$ cat src/rtl/fine_dac_pkg.sv
package fine_dac_pkg;
  localparam int unsigned SEL_W = 2;

  typedef enum logic [SEL_W-1:0] {
    SEL_FINE   = 2'd0,
    SEL_STEP   = 2'd1,
    SEL_COARSE = 2'd2,
    SEL_NONE   = 2'd3
  } wr_target_e;
endpackage

$ cat src/rtl/strobe_edge_sync.sv
module strobe_edge_sync #(
  parameter int unsigned STAGES = 2
) (
  input  logic clk,
  input  logic rst_n,
  input  logic async_in,
  output logic rise_pulse
);
  logic [STAGES-1:0] chain_q;
  logic              last_q;

  generate
    if (STAGES == 1) begin : g_one
      always_ff @(posedge clk or negedge rst_n) begin
        if (!rst_n) chain_q <= '0;
        else        chain_q <= async_in;
      end
    end else begin : g_many
      always_ff @(posedge clk or negedge rst_n) begin
        if (!rst_n) chain_q <= '0;
        else        chain_q <= {chain_q[STAGES-2:0], async_in};
      end
    end
  endgenerate

  always_ff @(posedge clk or negedge rst_n) begin
    if (!rst_n) last_q <= 1'b0;
    else        last_q <= chain_q[STAGES-1];
  end

  assign rise_pulse = chain_q[STAGES-1] & ~last_q;
endmodule

$ cat src/rtl/sat_step_alu.sv
module sat_step_alu #(
  parameter int unsigned CODE_W = 12
) (
  input  logic [CODE_W-1:0] code_in,
  input  logic [CODE_W-1:0] step_in,
  input  logic              go_up,
  output logic [CODE_W-1:0] code_out
);
  localparam logic [CODE_W-1:0] CODE_MAX = '1;

  logic [CODE_W:0] sum_ext;

  always_comb begin
    sum_ext = {1'b0, code_in} + {1'b0, step_in};
    if (go_up) begin
      code_out = sum_ext[CODE_W] ? CODE_MAX : sum_ext[CODE_W-1:0];
    end else begin
      code_out = (step_in > code_in) ? '0 : (code_in - step_in);
    end
  end
endmodule

$ cat src/rtl/fine_step_dac.sv
module fine_step_dac #(
  parameter int unsigned CODE_W      = 12,
  parameter int unsigned COARSE_W    = 8,
  parameter int unsigned SYNC_STAGES = 2
) (
  input  logic                    clk,
  input  logic                    rst_n,
  input  logic                    wr_en,
  input  logic [1:0]              wr_sel,
  input  logic [2*COARSE_W-1:0]   wr_data,
  input  logic                    step_dir,
  input  logic                    step_strobe,
  output logic [CODE_W-1:0]       fine_code,
  output logic [COARSE_W-1:0]     coarse_hi,
  output logic [COARSE_W-1:0]     coarse_lo
);
  import fine_dac_pkg::*;

  localparam int unsigned REG_W = 2 * COARSE_W;

  logic [CODE_W-1:0] fine_q;
  logic [CODE_W-1:0] step_q;
  logic [CODE_W-1:0] stepped_code;
  logic              step_pulse;
  logic              wr_fine;
  logic              wr_step;
  logic              wr_coarse;

  assign wr_fine   = wr_en && (wr_target_e'(wr_sel) == SEL_FINE);
  assign wr_step   = wr_en && (wr_target_e'(wr_sel) == SEL_STEP);
  assign wr_coarse = wr_en && (wr_target_e'(wr_sel) == SEL_COARSE);

  strobe_edge_sync #(.STAGES(SYNC_STAGES)) u_sync (
    .clk       (clk),
    .rst_n     (rst_n),
    .async_in  (step_strobe),
    .rise_pulse(step_pulse)
  );

  sat_step_alu #(.CODE_W(CODE_W)) u_alu (
    .code_in (fine_q),
    .step_in (step_q),
    .go_up   (step_dir),
    .code_out(stepped_code)
  );

  always_ff @(posedge clk or negedge rst_n) begin
    if (!rst_n) begin
      fine_q <= '0;
    end else if (wr_fine) begin
      fine_q <= wr_data[CODE_W-1:0];
    end else if (step_pulse) begin
      fine_q <= stepped_code;
    end
  end

  always_ff @(posedge clk or negedge rst_n) begin
    if (!rst_n) begin
      step_q <= '0;
    end else if (wr_step) begin
      step_q <= wr_data[CODE_W-1:0];
    end
  end

  always_ff @(posedge clk or negedge rst_n) begin
    if (!rst_n) begin
      coarse_hi <= '0;
      coarse_lo <= '0;
    end else if (wr_coarse) begin
      coarse_hi <= wr_data[REG_W-1:COARSE_W];
      coarse_lo <= wr_data[COARSE_W-1:0];
    end
  end

  assign fine_code = fine_q;
endmodule

$ cat config.mk
export PLATFORM = sky130hd
export DESIGN_NAME = fine_step_dac
export DESIGN_NICKNAME = d
export VERILOG_FILES = /design/src/rtl/fine_dac_pkg.sv /design/src/rtl/strobe_edge_sync.sv /design/src/rtl/sat_step_alu.sv /design/src/rtl/fine_step_dac.sv
export SDC_FILE = /design/constraint.sdc
export NUM_CORES = 1
export LEC_CHECK = 0
export BUFFER_PORTS_ARGS = -buffer_cell sky130_fd_sc_hd__buf_4
export CAP_MARGIN = 20
export CELL_PAD_IN_SITES_DETAIL_PLACEMENT = 1
export CELL_PAD_IN_SITES_GLOBAL_PLACEMENT = 1
export CORE_MARGIN = 5
export CORE_UTILIZATION = 40
export CTS_CLUSTER_SIZE = 8
export DETAILED_ROUTE_END_ITERATION = 7
export GPL_TIMING_DRIVEN = 0
export HOLD_SLACK_MARGIN = 0.12
export PLACE_DENSITY = 0.77
export SLEW_MARGIN = 40
export SYNTH_ARGS = -nofsm -noshare
export SYNTH_HDL_FRONTEND = slang
export SYNTH_SLANG_ARGS = --single-unit
$ cat constraint.sdc
create_clock -name clk -period 4.1 [get_ports clk]
set_input_delay 0.615 -clock clk [delete_from_list [all_inputs] [get_ports clk]]
set_output_delay 0.615 -clock clk [all_outputs]
set_load 0.01 [all_outputs]
==> metrics.txt <==
outcome finished clean; Compound-Gate Fraction of Synth Area 20.1%; critical path cell sequence inv_1 > ha_1 > inv_1 > fa_1 > a211oi_4 > o21ai_2 > and3_1 > o21ai_1 > o22ai_1 > a21o_1; Vias 2694; Setup Crit Path Kind reg2reg; die area 0.00958 mm2; post-CTS sizing 0; setup TNS 0 ns; # port buffers 50; Seq/Total Area, Yosys 34.8%; post-synthesis mux area share 10.9%; warnings from Yosys 0; Synth Cell Area 0.00309 mm2; maximum vdd drop 265 uV; TritonCTS Buffers 5; ant diodes 0; CP Capture Type flip-flop; Netlist cell types 60; slowest CP cell o21ai_1; Worst-Margin Slew 0.820 ns; CTS root buffer clkbuf_8; Routed WL 9.11 mm; number of synthesized flops with an enable pin 0; largest family of logic cells by synthesized area compound AO/OA/AOI/OAI gates; clk slew on worst S/H paths 0.09 ns; post-CTS setup buffers 0; DR iter-0 viols 144; cell family with most CP delay compound AO/OA/AOI/OAI gates; Power, Total 0.00252 W; Placed Cells 472; period utilization 66.2%; Synth Net Count 369; row cnt 32; average wire per standard cell 19.0 um; Synth Flop Type dfrtp_1; HP Class in2async; antenna violations before repair 0; Hold Fails Final Rpt 0; GRT overflow 0; Sequential Power Share 25.2%; CTS sink cnt 43; worst clock skew 0.00877 ns; DR pass1 iterations 4; CTS tree done; I/O pins 51; largest net degree at the start of global routing 44; Sw Pwr 0.00114 W; unrepaired setup endpoints after global routing no; WP data arrival 2.92 ns; Synth Area in Simple Gates 15.7%; max_cap viols 0; synthesized instance count 320; sw frac 45.2%; clk buf depth 2; RD Place Congestion 0.940; crit path time final 2.71 ns; Die X 97.9 um; worst skew pair latency 0.30 ns; Worst path max stage delay 0.49 ns; CP startpoint kind flip-flop; Starting Density 40.6%; share of cells above drive strength 1 26.8%; number of global-route vias before repair 2887; CTS Hold Bufs 0; xor/xnor share of the synthesized area 2.27%; Top cell by count, worst path inv_1; DRT antenna net count 0; DR DRC count 0; Power Density 682 mW/mm2; critical path fanouts, max 5; asr flop ratio synth 100%; post-DR vias/cell 5.62; synthesized area per cell 9.65 um2; GRT Overall Usage 19.5%; P_int 0.00138 W; Seq cells post-synth 43; H-tree levels 2; combinational share of power 61.3%; leakage power 1.73 nW; Setup crit start fine_code[0]$_DFFE_PN0P_; worst rel slew slack 45.3%; worst r2r src fine_code[0]$_DFFE_PN0P_; global-route wire length before repair 15.1 mm; Core Box Area 0.00761 mm2; DIE HEIGHT 97.9 um; Fmax achieved 0.368 GHz; CP Data Required Time 4.30 ns; non-filler instance count after layout 479; fin. max-slew vios 0; DP Wirelength 7.03 mm; worst path bufs/invs 2; clock share of power 13.4%; Layout Nets 426; Setup-failing EPs final 0; Adder-Cell Fraction of Synth Area 11.0%; Syn-to-layout area delta 19.7%
## final cells by class
class,instances,area [um2]
sequential,43,1080
buffer,13,65.1
clock inverter,2,37.5
timing repair buffer,50,375
tap,102,128
fill,914,3910
clock buffer,5,68.8
multi-input combinational,239,1850
inverter,25,93.8
## cells in the mapped netlist, types with 2 or more instances
cell type	count	area (um2)
o21ai_0	14	70.1
nand2_1	12	45.0
o211ai_1	4	30.0
a211oi_1	3	22.5
xnor2_1	4	35.0
nand4_1	4	25.0
mux2_2	29	327
nor2_1	23	86.3
nor2b_1	4	25.0
a31oi_1	4	25.0
or3_1	9	56.3
o31ai_1	2	15.0
nor3b_1	3	22.5
o22ai_1	3	18.8
nand3_1	9	45.0
xor2_1	4	35.0
fa_1	2	40.0
inv_1	25	93.8
nand3b_1	2	15.0
o21a_1	2	15.0
dfrtp_1	43	1080
clkbuf_1	9	33.8
a41o_1	2	20.0
a21o_1	9	67.6
a21oi_1	21	105
and3_1	6	37.5
ha_1	24	300
buf_6	2	22.5
o2111ai_1	2	17.5
nor3_1	6	30.0
nand2b_1	5	31.3
## final timing paths
kind                                               endpoint  cells past startpoint  slack [ns]
worst min register to register  u_sync.chain_q[1]$_DFF_PN0_                      0        0.39
max in group asynchronous             step_q[9]$_DFFE_PN0P_                      1        3.41
worst min-delay path               coarse_lo[4]$_DFFE_PN0P_                      1        0.30
worst max register to register     fine_code[4]$_DFFE_PN0P_                     10        1.39
min in group clk                u_sync.chain_q[1]$_DFF_PN0_                      0        0.39
worst max-delay path               fine_code[4]$_DFFE_PN0P_                     10        1.39
## metrics by stage
stage          setup slack (ns)  hold WS (ns)  area (um2)  util, %
2_1_floorplan              1.63         0.319        3090        -
3_3_place_gp               1.18         0.336        3590     47.2
3_5_place_dp               1.42         0.367        3590     47.2
4_1_cts                    1.40         0.321        3700     48.6
5_1_grt                    1.22         0.335        3700     48.6
6_report                   1.39         0.300        3700     48.6
## layout by cell type (no fill, tap or decap), types with 12 or more instances in the layout
cell type / instances
dfrtp_1: 43
mux2_2: 29
a21oi_1: 21
o21ai_0: 13
nand2_1: 12
inv_1: 25
buf_4: 50
nor2_1: 23
ha_1: 24
## power groups by stage
stage	Combinational, W	Clock (W)	Sequential, W
floorplan	0.00105	0	0.000658
global placement	0.00149	0	0.000636
detailed placement	0.00154	0	0.000645
CTS	0.00155	0.000343	0.000637
global route	0.00171	0.000368	0.000653
finish	0.00155	0.000339	0.000636
## cells by family after synthesis
logic type	after synthesis
multiplexers	30
adder cells (fa/ha/maj)	26
AND/OR/NAND/NOR	90
flip-flops	43
XOR/XNOR	8
AO/OA/AOI/OAI	85
buffers and inverters	38
## sequential cells by signal, summed over array words and instances (netlist names)
signal / count
coarse_hi: 8
coarse_lo: 8
fine_code: 12
step_q: 12
u_sync.chain_q: 2
u_sync.last_q: 1
## layer usage
metal / GRT usage [%] / vias to the layer above / share of wire, %
met4: 4.26 / 0 / 0.93
li1: - / 1268 / -
met3: 3.43 / 6 / 5.1
met2: 31.9 / 69 / 49
met1: 26.9 / 1351 / 45
met5: 0 / - / 0
(Power assumes the default switching activity.)
